`src/rtl/rul_pkg.sv`:
```
// Shared types for the rename undo log.
// Assumes nothing beyond IEEE 1800-2017 enums.
package rul_pkg;
    // Walk currently in progress.
    typedef enum logic [1:0] {
        WALK_NONE   = 2'd0,
        WALK_SQUASH = 2'd1,
        WALK_RETIRE = 2'd2,
        WALK_FLUSH  = 2'd3
    } walk_e;
endpackage

```
`src/rtl/rul_store.sv`:
```
// Circular record store: push at the young end, pop at either end.
// Assumes push never coincides with a pop and never happens when full;
// the controller guarantees both.
module rul_store #(
    parameter int DEPTH  = 8,
    parameter int SEQ_W  = 16,
    parameter int ARCH_W = 5,
    parameter int PHYS_W = 7,
    localparam int PTR_W = (DEPTH > 1) ? $clog2(DEPTH) : 1,
    localparam int CNT_W = $clog2(DEPTH + 1)
) (
    input  logic              clk,
    input  logic              rst_n,
    input  logic              push,
    input  logic [SEQ_W-1:0]  push_seq,
    input  logic [ARCH_W-1:0] push_arch,
    input  logic [PHYS_W-1:0] push_new,
    input  logic [PHYS_W-1:0] push_prev,
    input  logic              pop_young,
    input  logic              pop_old,
    output logic [CNT_W-1:0]  count,
    output logic              empty,
    output logic              is_full,
    output logic [SEQ_W-1:0]  yng_seq,
    output logic [ARCH_W-1:0] yng_arch,
    output logic [PHYS_W-1:0] yng_new,
    output logic [PHYS_W-1:0] yng_prev,
    output logic [SEQ_W-1:0]  old_seq,
    output logic [PHYS_W-1:0] old_prev
);
    localparam logic [PTR_W-1:0] LAST = PTR_W'(DEPTH - 1);

    logic [SEQ_W-1:0]  seq_m  [DEPTH];
    logic [ARCH_W-1:0] arch_m [DEPTH];
    logic [PHYS_W-1:0] new_m  [DEPTH];
    logic [PHYS_W-1:0] prev_m [DEPTH];
    logic [PTR_W-1:0]  wr_q, rd_q, yng_idx;
    logic [CNT_W-1:0]  cnt_q;

    // Per-slot write of a new record.
    for (genvar g = 0; g < DEPTH; g++) begin : g_slot
        always_ff @(posedge clk) begin
            if (push && wr_q == PTR_W'(g)) begin
                seq_m[g]  <= push_seq;
                arch_m[g] <= push_arch;
                new_m[g]  <= push_new;
                prev_m[g] <= push_prev;
            end
        end
    end

    // Pointer and occupancy bookkeeping.
    always_ff @(posedge clk) begin
        if (!rst_n) begin
            wr_q  <= '0;
            rd_q  <= '0;
            cnt_q <= '0;
        end else begin
            if (push) begin
                wr_q  <= (wr_q == LAST) ? '0 : wr_q + 1'b1;
                cnt_q <= cnt_q + 1'b1;
            end else if (pop_young) begin
                wr_q  <= yng_idx;
                cnt_q <= cnt_q - 1'b1;
            end else if (pop_old) begin
                rd_q  <= (rd_q == LAST) ? '0 : rd_q + 1'b1;
                cnt_q <= cnt_q - 1'b1;
            end
        end
    end

    // Index of the youngest record and read-out of both ends.
    always_comb begin
        yng_idx  = (wr_q == '0) ? LAST : wr_q - 1'b1;
        yng_seq  = seq_m[yng_idx];
        yng_arch = arch_m[yng_idx];
        yng_new  = new_m[yng_idx];
        yng_prev = prev_m[yng_idx];
        old_seq  = seq_m[rd_q];
        old_prev = prev_m[rd_q];
    end

    assign count   = cnt_q;
    assign empty   = (cnt_q == '0);
    assign is_full = (cnt_q == CNT_W'(DEPTH));


    no_overflow_chk: assert property (@(posedge clk) disable iff (!rst_n)
        push |-> !is_full);

    push_pop_excl_chk: assert property (@(posedge clk) disable iff (!rst_n)
        push |-> !(pop_young || pop_old));

    pop_shrinks_chk: assert property (@(posedge clk) disable iff (!rst_n)
        (pop_young || pop_old) && !empty |=> cnt_q == $past(cnt_q) - 1'b1);
endmodule

```
`src/rtl/rul_walker.sv`:
```
// Walk controller: accepts squash, flush and retire requests and removes
// one record per cycle from the proper end of the store.
// Assumes sequence numbers grow monotonically without wraparound.
module rul_walker
    import rul_pkg::*;
#(
    parameter int SEQ_W = 16
) (
    input  logic             clk,
    input  logic             rst_n,
    input  logic             flush_all,
    input  logic             squash_valid,
    input  logic [SEQ_W-1:0] squash_seq,
    input  logic [SEQ_W-1:0] commit_seq,
    input  logic             empty,
    input  logic [SEQ_W-1:0] yng_seq,
    input  logic [SEQ_W-1:0] old_seq,
    output logic             pop_young,
    output logic             pop_old,
    output logic             walking
);
    walk_e            st_q, st_d;
    logic [SEQ_W-1:0] tgt_q, tgt_d;

    // Action for the current walk, then overlay of new requests.
    always_comb begin
        pop_young = 1'b0;
        pop_old   = 1'b0;
        st_d      = st_q;
        tgt_d     = tgt_q;
        unique case (st_q)
            WALK_NONE:   ;
            WALK_SQUASH: if (!empty && yng_seq > tgt_q) pop_young = 1'b1;
                         else st_d = WALK_NONE;
            WALK_RETIRE: if (!empty && old_seq <= tgt_q) pop_old = 1'b1;
                         else st_d = WALK_NONE;
            WALK_FLUSH:  if (!empty) pop_young = 1'b1;
                         else st_d = WALK_NONE;
        endcase
        if (st_q != WALK_FLUSH) begin
            if (flush_all) begin
                st_d = WALK_FLUSH;
            end else if (squash_valid) begin
                st_d  = WALK_SQUASH;
                tgt_d = (st_q == WALK_SQUASH && tgt_q < squash_seq) ? tgt_q : squash_seq;
            end else if (st_q == WALK_NONE && commit_seq != '0) begin
                st_d  = WALK_RETIRE;
                tgt_d = commit_seq;
            end
        end
    end

    // Walk state and target registers.
    always_ff @(posedge clk) begin
        if (!rst_n) begin
            st_q  <= WALK_NONE;
            tgt_q <= '0;
        end else begin
            st_q  <= st_d;
            tgt_q <= tgt_d;
        end
    end

    assign walking = (st_q != WALK_NONE);


    squash_start_chk: assert property (@(posedge clk) disable iff (!rst_n)
        (st_q == WALK_NONE && squash_valid && !flush_all) |=> st_q == WALK_SQUASH);

    retire_ignored_chk: assert property (@(posedge clk) disable iff (!rst_n)
        (st_q == WALK_SQUASH && !flush_all && !squash_valid) |=> st_q != WALK_RETIRE);

    flush_hold_chk: assert property (@(posedge clk) disable iff (!rst_n)
        (st_q == WALK_FLUSH && !empty) |=> st_q == WALK_FLUSH);

    one_end_chk: assert property (@(posedge clk) disable iff (!rst_n)
        $onehot0({pop_young, pop_old}));
endmodule

```
`src/rtl/rul_event_ctr.sv`:
```
// Free-running event counter with synchronous clear; wraps at its width.
module rul_event_ctr #(
    parameter int W = 16
) (
    input  logic         clk,
    input  logic         rst_n,
    input  logic         inc,
    output logic [W-1:0] value
);
    // Count one per qualifying cycle.
    always_ff @(posedge clk) begin
        if (!rst_n)   value <= '0;
        else if (inc) value <= value + 1'b1;
    end
endmodule

```
`src/rtl/rename_undo_log.sv`:
```
// Rename undo log top: records speculative mappings and walks them back
// on squash or flush, or releases displaced registers on retire.
// Assumes the map table, free list and scoreboard accept one write per
// cycle on each port and that sequence numbers never wrap.
module rename_undo_log #(
    parameter int DEPTH        = 8,
    parameter int SEQ_W        = 16,
    parameter int ARCH_W       = 5,
    parameter int PHYS_W       = 7,
    parameter int REGULAR_REGS = 96,
    parameter int EV_W         = 16,
    localparam int CNT_W       = $clog2(DEPTH + 1)
) (
    input  logic              clk,
    input  logic              rst_n,
    input  logic              alloc_valid,
    input  logic [SEQ_W-1:0]  alloc_seq,
    input  logic [ARCH_W-1:0] alloc_arch,
    input  logic [PHYS_W-1:0] alloc_new,
    input  logic [PHYS_W-1:0] alloc_prev,
    output logic              alloc_ready,
    input  logic              squash_valid,
    input  logic [SEQ_W-1:0]  squash_seq,
    input  logic              flush_all,
    input  logic [SEQ_W-1:0]  commit_seq,
    output logic              map_we,
    output logic [ARCH_W-1:0] map_arch,
    output logic [PHYS_W-1:0] map_phys,
    output logic              free_we,
    output logic [PHYS_W-1:0] free_phys,
    output logic              sb_set_we,
    output logic [PHYS_W-1:0] sb_set_phys,
    output logic              sb_clr_we,
    output logic [PHYS_W-1:0] sb_clr_phys,
    output logic              busy,
    output logic              full,
    output logic [CNT_W-1:0]  occupancy,
    output logic [EV_W-1:0]   commits_done,
    output logic [EV_W-1:0]   undos_done
);
    localparam logic [PHYS_W:0] SPECIAL_BASE = (PHYS_W + 1)'(REGULAR_REGS);

    logic              push, pop_young, pop_old, empty, walking, st_full;
    logic [SEQ_W-1:0]  yng_seq, old_seq;
    logic [ARCH_W-1:0] yng_arch;
    logic [PHYS_W-1:0] yng_new, yng_prev, old_prev;

    assign alloc_ready = !st_full && !walking;
    assign push        = alloc_valid && alloc_ready;

    rul_store #(
        .DEPTH(DEPTH), .SEQ_W(SEQ_W), .ARCH_W(ARCH_W), .PHYS_W(PHYS_W)
    ) u_store (
        .clk(clk), .rst_n(rst_n),
        .push(push), .push_seq(alloc_seq), .push_arch(alloc_arch),
        .push_new(alloc_new), .push_prev(alloc_prev),
        .pop_young(pop_young), .pop_old(pop_old),
        .count(occupancy), .empty(empty), .is_full(st_full),
        .yng_seq(yng_seq), .yng_arch(yng_arch), .yng_new(yng_new), .yng_prev(yng_prev),
        .old_seq(old_seq), .old_prev(old_prev)
    );

    rul_walker #(.SEQ_W(SEQ_W)) u_walker (
        .clk(clk), .rst_n(rst_n),
        .flush_all(flush_all), .squash_valid(squash_valid), .squash_seq(squash_seq),
        .commit_seq(commit_seq), .empty(empty), .yng_seq(yng_seq), .old_seq(old_seq),
        .pop_young(pop_young), .pop_old(pop_old), .walking(walking)
    );

    rul_event_ctr #(.W(EV_W)) u_retired (
        .clk(clk), .rst_n(rst_n), .inc(pop_old), .value(commits_done)
    );

    rul_event_ctr #(.W(EV_W)) u_undone (
        .clk(clk), .rst_n(rst_n), .inc(pop_young), .value(undos_done)
    );

    // Steer the popped record onto the map, free list and scoreboard ports.
    always_comb begin
        map_we      = pop_young;
        map_arch    = yng_arch;
        map_phys    = yng_prev;
        free_we     = pop_young || pop_old;
        free_phys   = pop_young ? yng_new : old_prev;
        sb_set_we   = pop_young && ({1'b0, yng_new} >= SPECIAL_BASE);
        sb_set_phys = yng_new;
        sb_clr_we   = push;
        sb_clr_phys = alloc_new;
    end

    assign busy = walking;
    assign full = st_full;


    restore_frees_chk: assert property (@(posedge clk) disable iff (!rst_n)
        map_we |-> free_we && busy);

    ready_only_rollback_chk: assert property (@(posedge clk) disable iff (!rst_n)
        sb_set_we |-> map_we);

    walk_has_cause_chk: assert property (@(posedge clk) disable iff (!rst_n)
        $rose(busy) |-> $past(flush_all || squash_valid || commit_seq != '0));

    no_alloc_in_walk_chk: assert property (@(posedge clk) disable iff (!rst_n)
        busy && alloc_valid |=> occupancy <= $past(occupancy));
endmodule

```
`config.mk`:
```
export PLATFORM = sky130hd
export DESIGN_NAME = rename_undo_log
export DESIGN_NICKNAME = d
export VERILOG_FILES = /design/src/rtl/rul_pkg.sv /design/src/rtl/rul_store.sv /design/src/rtl/rul_walker.sv /design/src/rtl/rul_event_ctr.sv /design/src/rtl/rename_undo_log.sv
export SDC_FILE = /design/constraint.sdc
export NUM_CORES = 1
export LEC_CHECK = 0
export ABC_AREA = 0
export BUFFER_PORTS_ARGS = -buffer_cell sky130_fd_sc_hd__clkbuf_2
export CAP_MARGIN = 20
export CORE_ASPECT_RATIO = 0.75
export CORE_MARGIN = 1
export CORE_UTILIZATION = 44
export CTS_BUF_LIST = sky130_fd_sc_hd__clkbuf_8
export DETAILED_ROUTE_END_ITERATION = 10
export SETUP_SLACK_MARGIN = 0.15
export SLEW_MARGIN = 20
export SYNTH_ARGS = -nofsm -noshare
export SYNTH_HDL_FRONTEND = slang
export SYNTH_SLANG_ARGS = --single-unit
```
`constraint.sdc`:
```
create_clock -name clk -period 14.4 [get_ports clk]
set_clock_uncertainty 0.1 [all_clocks]
set_input_delay 0 -clock clk [delete_from_list [all_inputs] [get_ports clk]]
set_output_delay 0 -clock clk [all_outputs]
set_load 0.02 [all_outputs]
```
# ---- Word-level counts from Yosys, hierarchy flattened
# Memory sizes are Yosys's and may differ from the RTL's. A register that Yosys moved wholly into a read port is not among the register bits.
# Index checks and enable logic that the tools add are counted.
dict set report word_totals {
  reg_bits 60
  latchBits 0
  mem_bits_rw 280
  mem_bits_ro 0
  in_bits 72
  out_inout_bits 76
  elab_cells 225
  memories 4
}
# name depth word_bits read_ports rd_clocked_by_memory_dff write_ports line_no
set mem_list {}
lappend mem_list {u_store.seq_m 8 16 2 1 1 rul_store.sv:33} ;# logic [SEQ_W-1:0] seq_m [DEPTH];
lappend mem_list {u_store.new_m 8 7 1 0 1 rul_store.sv:35} ;# logic [PHYS_W-1:0] new_m [DEPTH];
lappend mem_list {u_store.prev_m 8 7 2 1 1 rul_store.sv:36} ;# logic [PHYS_W-1:0] prev_m [DEPTH];
lappend mem_list {u_store.arch_m 8 5 1 0 1 rul_store.sv:34} ;# logic [ARCH_W-1:0] arch_m [DEPTH];
dict set report classes {
  add_sub_neg 7
  n_mul 0
  n_div 0
  order_cmp 4
  n_eq_ne 14
  n_shift 0
  mux 129
  bitwise 3
  n_reduce_logical 57
}
# op count
set op_table {}
lappend op_table {{2-to-1 mux 16 bit} 10}
lappend op_table {{OR reduction 16 bit} 7}
lappend op_table {{2-to-1 mux 3 bit} 37}
lappend op_table {{2-to-1 mux 7 bit} 15}
lappend op_table {{OR reduction 7 bit} 14}
lappend op_table {{2-to-1 mux 1 bit} 48}
lappend op_table {{2-to-1 mux 5 bit} 7}
lappend op_table {{OR reduction 5 bit} 7}
lappend op_table {{adder 16 x 1 -> 16 bit, second input constant} 2}
lappend op_table {{> comparator 16 bit} 1}
lappend op_table {{<= comparator 16 bit} 1}
lappend op_table {{less-than comparator 16 bit} 1}
lappend op_table {{nonzero test 16 bit} 1}
lappend op_table {{equality test 3 bit, second input constant} 5}
lappend op_table {{logical AND 1 bit} 15}
lappend op_table {{2-to-1 mux 2 bit} 7}
lappend op_table {{2-to-1 mux 4 bit} 3}
lappend op_table {{>= comparator 7 bit, second input constant} 1}
lappend op_table {{adder 3 x 1 -> 3 bit, second input constant} 2}
lappend op_table {{equality test 3 x 2 -> 1 bit, second input constant} 2}
lappend op_table {{one-hot mux 2 bit (3 select lines)} 1}
lappend op_table {{nonzero test 2 bit} 3}
lappend op_table {{adder 4 x 1 -> 4 bit, second input constant} 1}
lappend op_table {{equality test 2 bit, second input constant} 2}
lappend op_table {{other kinds (16)} 21}

# ---- Depth between registers and ports, before layout
# Gate-level depths: netlist of the first run.
dict set report logic_depth {
  depth_word 15
  depth_mapped 20
  ltp_nobuf 15
}

# ---- Cells and area by module
# From an unflattened synthesis of the first run, not the netlist that was laid out.
dict set report unflattened {
  hier_cells 1041
  hier_area_um2 16753.6
}
# module instances cells_per_inst area_each_um2 seq_area_each_um2
set by_module_without_submodules {}
lappend by_module_without_submodules {rul_store 1 567 12777.3 8668.3}
lappend by_module_without_submodules {rul_walker 1 289 2293.4 360.3}
lappend by_module_without_submodules {rul_event_ctr 2 83 744.5 320.3}
lappend by_module_without_submodules {rename_undo_log 1 19 193.9 0.0}

# ---- Worst setup path before layout of the first run
# No wires, ideal clock.
dict set report synth_path {
  kind {reg2out}
  from {register u_store.wr_q[0]}
  to {output free_phys[0]}
  arrival_time_ns 4.806
  required_time_ns 14.300
  slack_ns 9.494
  path_stages_with_launch 19
  path_buffers 4
  cell_sequence {dfxtp_1 inv_2 clkbuf_1 clkbuf_1 ha_1 nor3_1 a21oi_1 buf_2 mux4_2 nand2_1 o31ai_1 ha_1 nand4_1 or3_1 o311a_1 o31ai_2 buf_2 nor2_1 a21oi_1}
}
dict set report synth_between {
  elab_chain_cells 8
  word_cells_on_any_way 10
  cone_classes {add/sub (1); order compare (1); mux (4); reduce/logical (2); memory (2)}
}
# item line_no
set synth_rtl {}
lappend synth_rtl {{start, declared} rul_store.sv:37} ;# logic [PTR_W-1:0] wr_q, rd_q, yng_idx;
lappend synth_rtl {{start signal, assigned} rul_store.sv:60} ;# wr_q <= (wr_q == LAST) ? '0 : wr_q + 1'b1;
lappend synth_rtl {{start signal, assigned} rul_store.sv:63} ;# wr_q <= yng_idx;
lappend synth_rtl {{subtractor 3 x 1 -> 3 bit or logical NOT 3 bit (tied branches)} rul_store.sv:74} ;# yng_idx = (wr_q == '0) ? LAST : wr_q - 1'b1;
lappend synth_rtl {{2-to-1 mux 3 bit *} rul_store.sv:74}
lappend synth_rtl {{memory (8 x 16 bit)} n/a}
lappend synth_rtl {{> comparator 16 bit} rul_walker.sv:33} ;# WALK_SQUASH: if (!empty && yng_seq > tgt_q) pop_young = 1'b1;
lappend synth_rtl {{logical AND 1 bit} rul_walker.sv:33}
lappend synth_rtl {{2-to-1 mux 1 bit} rul_walker.sv:33}
lappend synth_rtl {{one-hot mux 1 bit (2 select lines)} rul_walker.sv:31} ;# unique case (st_q)
lappend synth_rtl {{2-to-1 mux 7 bit *} rename_undo_log.sv:84} ;# free_phys = pop_young ? yng_new : old_prev;
lappend synth_rtl {{end, declared} rename_undo_log.sv:30} ;# output logic [PHYS_W-1:0] free_phys,
# Every way passes the cells marked *; elsewhere a longest branch is shown, timed or not.

# ---- Worst setup path after layout of the first run
dict set report layout_path {
  from {register u_store.wr_q[0]}
  to {output free_phys[2]}
}
# Same word-level chain as after synthesis.

==> summary.md, run 1 <==
| Metric | Value |
|---|---|
| Total negative slack | 0 ns |
| First DRT Iteration DRCs | 905 |
| Worst Path Class, Setup | reg2out |
| Via count of the first global-routing pass | 10778 |
| Number of ports placed on the die boundary | 148 |
| Part of the Yosys area used for sequential elements | 59.4% |
| Worst r2r src | u_store.wr_q[0] |
| Count of unresolved DRC violations after routing | 0 |
| Routability congestion estimate from global placement | 0.797 |
| Worst Setup SP | u_store.wr_q[0] |
| Core Footprint | 36100 sq um |
| # H-tree levels | 2 |
| TritonCTS clock tree | done |
| GR Overflow Total | 0 |
| Detailed-route wire length | 41200 um |
| Worst setup EP type | output pin |
| Post-detail-place hpwl | 24100 um |
| Type of element launching the critical path | flop |
| Die boundary width | 224 um |
| PwrDens | 162 nW/um^2 |
| Most used cells in the layout excluding fill and tap cells | edfxtp_1 (280), clkbuf_2 (147), mux4_2 (80), dlygate4sd3_1 (71), inv_1 (63) |
| Headroom to the max-slew limit | 29.5% |
| Number of failing setup endpoints in the final timing report | 0 |
| Via density per instance | 5.82 |
| Worst slack at placement | 7.91 ns |
| Run status | finished clean |
| Global routing usage summed across all routing layers | 21.9% |
| Final net count | 1472 |
| Post-Synthesis Cells | 1125 |
| Average footprint of a synthesized cell | 14.5 sq um |
| Row count | 60 |
| Hold violation total from the final report | 0 |
| Clock-pin slew of the registers on the worst-case setup and hold paths | 0.06 ns |
| Finished Core Util | 52.8% |
| Latest clock arrival within the worst-skew pair | 0.63 ns |
| Maximum vdd ir drop | 115 uV |
| # placed instances | 1709 |
| Setup bufs post-CTS | 0 |
| Largest net degree at the start of global routing | 75 |
| Leakage power | 0.00682 uW |
| CTS sink cnt | 343 |
| Yosys synthesis warning count | 0 |
| DR pass1 iterations | 7 |
| Buffer type at the clock tree root | clkbuf_8 |
| Final worst path period share | 48.6% |
| Placed inst area | 17400 sq um |
| Max Fanout on Critical Path | 74 |
| Fill count | 3005 |
| Die Y-Extent | 169 um |
| Flip-flop and latch count after synthesis | 343 |
| Count of flip-flops with a built-in enable after synthesis | 280 |
| Summed instance area of the synthesized netlist | 16300 sq um |
| Initial Util | 45.1% |
| Final worst path period need | 6.99 ns |
| Initial antenna violation count | 3 |
| Hold/Removal Path Class | in2reg |
| Post-synth cell types | 66 |
| Count of input and output buffers | 147 |
| Max-capacitance violation count | 0 |
| Number of standard cells in the final layout excluding fillers | 1873 |
| Hold_buf cts | 71 |
| Wire length of the first global-routing pass | 63500 um |
| Post-Syn Nets | 1258 |
| Post-route cell area | 19100 sq um |
| Wire per inst | 22.0 um |
| Number of gates resized after CTS | 0 |
| Share of post-route cells with drive strength above 1 | 25.7% |
| CP required | 14.30 ns |
| Most frequent standard cell in the layout excluding fill and tap cells | edfxtp_1 |
| Most frequently used flop master after synthesis | edfxtp_1 |
| Total Die Area | 37800 sq um |
| Fraction of synthesis flops using an asynchronous set or reset pin | 0% |
| Worst path setup slack after routing | 7.41 ns |
| P&R area growth vs syn | 17.1% |
| Setup repair after global routing missed its margin | no |
| Source of the worst hold timing path | alloc_seq[4] |
| Worst Tran Pin Value | 1.06 ns |
| Highest achievable clock rate | 143 MHz |
| Number of buffers created by CTS | 53 |
| Final max-slew violation count | 0 |
| Endpoint arrival time on the critical path | 6.89 ns |
| Clock Path Buffers | 3 |
| Routed vias | 10908 |
| Antenna viol nets, final | 0 |
-- area by class of cell --
| cell class | instances | area [sq um] | area share, % |
|---|---|---|---|
| inverters | 44 | 165 | 0.867 |
| clock buffers | 53 | 729 | 3.83 |
| multi-input cells | 660 | 6100 | 32.0 |
| well taps | 496 | 621 | 3.26 |
| diodes | 2 | 5.00 | 0.0263 |
| repair buffers | 237 | 1590 | 8.34 |
| clock inverters | 38 | 179 | 0.939 |
| flip-flops and latches | 343 | 9670 | 50.7 |
-- cells in the mapped netlist, types with 3 or more instances --
library cell | n | area [sq um]
nor4_1 | 6 | 37.5
buf_2 | 23 | 115
o221ai_1 | 35 | 307
dfxtp_1 | 63 | 1260
nand4_1 | 10 | 62.6
and2_1 | 16 | 100
a21o_1 | 17 | 128
and4_1 | 3 | 26.3
nand2_1 | 55 | 206
buf_6 | 5 | 56.3
mux2_2 | 17 | 191
a211oi_1 | 20 | 150
o22ai_1 | 6 | 37.5
nand2b_1 | 4 | 25.0
nor2_1 | 38 | 143
nand3b_2 | 3 | 33.8
ha_1 | 60 | 751
buf_4 | 10 | 75.1
nor3_1 | 28 | 140
a21oi_1 | 59 | 295
o31ai_1 | 17 | 128
o21ai_0 | 23 | 115
edfxtp_1 | 280 | 8410
xnor2_1 | 15 | 131
mux4_2 | 80 | 1800
o21ai_1 | 3 | 15.0
clkbuf_1 | 34 | 128
nand3_1 | 12 | 60.1
or3_1 | 13 | 81.3
a221oi_1 | 30 | 263
a221o_1 | 16 | 160
xor2_1 | 3 | 26.3
inv_1 | 42 | 158
o21a_1 | 9 | 67.6
mux2i_1 | 13 | 130
buf_1 | 6 | 22.5
o211ai_1 | 3 | 22.5
and3_1 | 13 | 81.3
nor2b_1 | 3 | 18.8
-- cells by family (layout without fill, tap and decap cells) --
logic type,Yosys count,after routing,share of synthesized area [%]
AO/OA/AOI/OAI,252,252,11.2
AND/OR/NAND/NOR,218,218,7.06
adder cells (fa/ha/maj),61,61,4.74
buffers and inverters,122,372,3.45
XOR/XNOR,18,18,0.969
multiplexers,111,111,13.2
other,0,2,0
flip-flops,343,343,59.4
-- power breakdown --
group          leakage (uW)  internal [uW]  switching [uW]  total (uW)
Sequential          0.00304           1150            48.2        1190
Combinational       0.00323            449             721        1170
Clock              0.000543            343             375         718
-- final timing paths --
kind	endpoint	slack (ns)	cells after the start
worst max-delay path	free_phys[2]	7.41	18
worst min-delay path	u_store.seq_m[2][4]	0.09	2
worst max register to register	u_store.count[3]	7.93	18
worst min register to register	u_retired.value[15]	0.38	2
-- registers in the layout, summed over array words and instances, names as in the netlist, named ones only --
name,cells
u_store.seq_m,128
u_store.new_m,56
u_store.prev_m,56
u_store.arch_m,40
u_retired.value,16
u_undone.value,16
u_walker.tgt_q,16
u_store.count,4
u_store.rd_q,3
u_store.wr_q,3
u_walker.st_q,2
-- stage by stage --
| step | hold WS (ns) | power, uW |
|---|---|---|
| floorplan | -0.00113 | 2020 |
| global placement | 0.181 | 2350 |
| detailed placement | 0.190 | 2360 |
| CTS | 0.0345 | 3100 |
| global route | 0.0959 | 3260 |
| finish | 0.0877 | 3080 |
-- metal layers --
layer  share of wire [%]  track usage, %
met5               0.032               0
met1                  47            32.5
met4                 1.9            5.66
met2                  43            32.6
met3                 7.4            4.76
-- critical path, cell delays in order, from the launching register on --
cell	delay [ns]
dfxtp_1	0.36
inv_2	0.06
buf_4	0.72
ha_1	0.39
nor3_1	0.12
a21oi_4	0.81
buf_4	0.68
mux4_2	0.59
nand2_1	0.08
o31ai_1	0.09
ha_1	0.36
nand4_1	0.16
or3_1	0.44
o311a_1	0.38
o31ai_4	0.06
buf_4	0.46
nor2_1	0.11
a21oi_1	0.16
clkbuf_2	0.19
(Power assumes the default switching activity.)
==> run 2, diff against run 1 <==
- ABC_AREA: 0 -> 1
- clock period: 14.4 -> 5.7 ns (I/O delays scaled with it)
==> summary.md, run 2 <==
| Metric | Value |
|---|---|
| Yosys synthesis warning count | 0 |
| Worst slack at placement | 1.29 ns |
| Final worst path period need | 5.03 ns |
| Max-capacitance violation count | 0 |
| Initial antenna violation count | 2 |
| Final worst path period share | 88.2% |
| Initial Util | 45.2% |
| Average footprint of a synthesized cell | 9.75 sq um |
| Clock Path Buffers | 3 |
| Post-Synthesis Cells | 1736 |
| Max Fanout on Critical Path | 54 |
| Worst path most repeated cell | nand2_1 |
| Setup repair after global routing missed its margin | no |
| Via density per instance | 5.57 |
| Most used cells in the layout excluding fill and tap cells | edfxtp_1 (280), nand2_1 (256), nor2_1 (211), o21ai_0 (198), inv_1 (148) |
| # placed instances | 2308 |
| Die Y-Extent | 172 um |
| Share of post-route cells with drive strength above 1 | 14.1% |
| Die boundary width | 228 um |
| Cell type with the highest aggregate area in the netlist | edfxtp_1 |
| Leakage power | 0.00749 uW |
| Summed instance area of the synthesized netlist | 16900 sq um |
| Total negative slack | 0 ns |
| Number of diodes added for antenna fixing | 0 |
| Routed vias | 13762 |
| Part of the Yosys area used for sequential elements | 57.1% |
| Worst path setup slack after routing | 0.670 ns |
| Hold/Removal Path Class | in2reg |
| CTS sink cnt | 343 |
| Crit path largest cell delay | 0.58 ns |
| TritonCTS clock tree | done |
| Leading registers by flop count | u_store.seq_m x128, u_store.new_m x56, u_store.prev_m x56 |
| Core Footprint | 37500 sq um |
| Via count of the first global-routing pass | 13209 |
| Fraction of synthesis flops using an asynchronous set or reset pin | 0% |
| Number of standard cells in the final layout excluding fillers | 2471 |
| Global routing usage summed across all routing layers | 23.9% |
| Count of flip-flops with a built-in enable after synthesis | 280 |
| Latest clock arrival within the worst-skew pair | 0.63 ns |
| First DRT Iteration DRCs | 1221 |
| Wire length of the first global-routing pass | 73200 um |
| Most frequent standard cell in the layout excluding fill and tap cells | edfxtp_1 |
| Fraction of post-synthesis cell area in the top cell type by area | 49.7% |
| Most frequent cell after synthesis | edfxtp_1 |
| CP required | 5.60 ns |
| Total Die Area | 39300 sq um |
| Run status | finished clean |
| Largest net degree at the start of global routing | 86 |
| Maximum vdd ir drop | 306 uV |
| Hold violation total from the final report | 0 |
| PwrDens | 465 nW/um^2 |
| Count of unresolved DRC violations after routing | 0 |
| Final max-slew violation count | 0 |
| Headroom to the max-slew limit | 36.6% |
| Worst Path Class, Setup | reg2out |
| Antenna viol nets, final | 0 |
| Fill count | 3400 |
| Top post-synthesis cells by area | edfxtp_1 (50%), dfxtp_1 (7.5%), o21ai_0 (5.9%), nand2_1 (5.7%), nor2_1 (4.7%) |
| Clock-pin slew of the registers on the worst-case setup and hold paths | 0.06 ns |
| Endpoint arrival time on the critical path | 4.93 ns |
| Final net count | 2063 |
| Post-synth cell types | 43 |
| Number of failing setup endpoints in the final timing report | 0 |
| Number of buffers created by CTS | 53 |
| # H-tree levels | 2 |
| Number of flip-flops under the largest register name | 128 |
| Type of element launching the critical path | flop |
| Buffer type at the clock tree root | clkbuf_8 |
| Commonest cells post-synth | edfxtp_1 (280), nand2_1 (257), nor2_1 (214) |
| Number of ports placed on the die boundary | 148 |
| Wire per inst | 19.0 um |
| Detailed-route wire length | 47000 um |
| Post-detail-place hpwl | 28400 um |
| Count of input and output buffers | 147 |
| Worst Tran Pin Value | 0.951 ns |
| DR pass1 iterations | 5 |
| Most frequently used flop master after synthesis | edfxtp_1 |
| Critical Path, Cell by Cell | inv_2 -> ha_1 -> nand2_2 -> nand2_4 -> inv_4 -> a221oi_1 -> o31ai_1 -> ha_1 -> nand2_1 -> nor2_1 -> nand2_1 -> nand2_1 -> nand2_1 -> nand2_1 -> nand2_1 -> nand2_1 -> nand2_2 -> inv_2 -> nand2_1 -> nor2_1 -> clkbuf_2 |
| Largest register by flop count | u_store.seq_m |
| Highest-delay cell along the critical path | inv_4 |
| Worst setup EP type | output pin |
| GR Overflow Total | 0 |
| Row count | 61 |
| Post-Syn Nets | 1869 |
| P&R area growth vs syn | 16.6% |
| Flip-flop and latch count after synthesis | 343 |
| Highest achievable clock rate | 199 MHz |
| Routability congestion estimate from global placement | 0.862 |
[run 2: kinds of logic (layout without fill, tap and decap cells)]
family                   after synthesis  in the layout  share of synthesized area [%]
AND/OR/NAND/NOR                      583            583                           14.0
adder cells (fa/ha/maj)               61             61                           4.55
AO/OA/AOI/OAI                        479            479                           16.9
buffers and inverters                251            482                           6.38
flip-flops                           343            343                           57.1
XOR/XNOR                              19             19                          0.983
[run 2: final cells by class]
class / count / area, sq um / area share [%]
clock buffer: 59 / 812 / 4.11
clock inverter: 33 / 180 / 0.913
inverter: 142 / 536 / 2.71
multi-input combinational: 1142 / 6230 / 31.6
sequential: 343 / 9670 / 49.0
tap: 504 / 631 / 3.20
timing repair buffer: 248 / 1670 / 8.47
[run 2: path summary, 6_finish.rpt]
path / start / to / slack, ns / cells past startpoint
max: u_store.wr_q[0] / sb_set_we / 0.67 / 21
min reg2reg: u_undone.value[13] / u_undone.value[13] / 0.38 / 2
max reg2reg: u_store.wr_q[0] / u_store.count[2] / 1.24 / 20
min: rst_n / u_walker.tgt_q[14] / 0.06 / 3
[run 2: repair_timing]
item | CTS | global route
buffers inserted | 0 | 0
resized for setup | 0 | 0
endpoints found under the hold margin | 299 | 0
hold buffers | 71 | 0
[run 2: stage by stage]
step / hold slack [ns] / cell area (sq um) / power [uW] / util, %
detailed placement: 0.183 / 18000 / 7200 / 48.1
CTS: 0.00639 / 19700 / 9220 / 52.7
global placement: 0.177 / 18000 / 7150 / 48.1
global route: 0.0962 / 19700 / 9820 / 52.7
finish: 0.0601 / 19700 / 9170 / 52.7
floorplan: -0.00113 / 16900 / 5930 / -
[run 2: power breakdown]
| part | switching (uW) | leakage [uW] | internal [uW] |
|---|---|---|---|
| clock network | 964 | 0.000558 | 995 |
| registers | 120 | 0.00304 | 2900 |
| logic | 2860 | 0.00389 | 1330 |
| total | 3950 | 0.00749 | 5230 |
[run 2: worst max-delay path: cells and delay by family, from the launching register on]
kind,cells,cell delay [ns]
compound gates,2,0.57
fa+ha+maj,2,0.43
buf+inv,4,1.27
flops,1,0.47
simple gates,13,1.53
[run 2: per-layer routing]
metal / vias to the layer above / global-route usage (%) / wire [um]
li1: 6550 / - / -
met1: 6516 / 34.0 / 21800
met2: 612 / 37.2 / 20600
met3: 80 / 4.44 / 3810
met4: 4 / 7.32 / 866
met5: - / 0 / 23
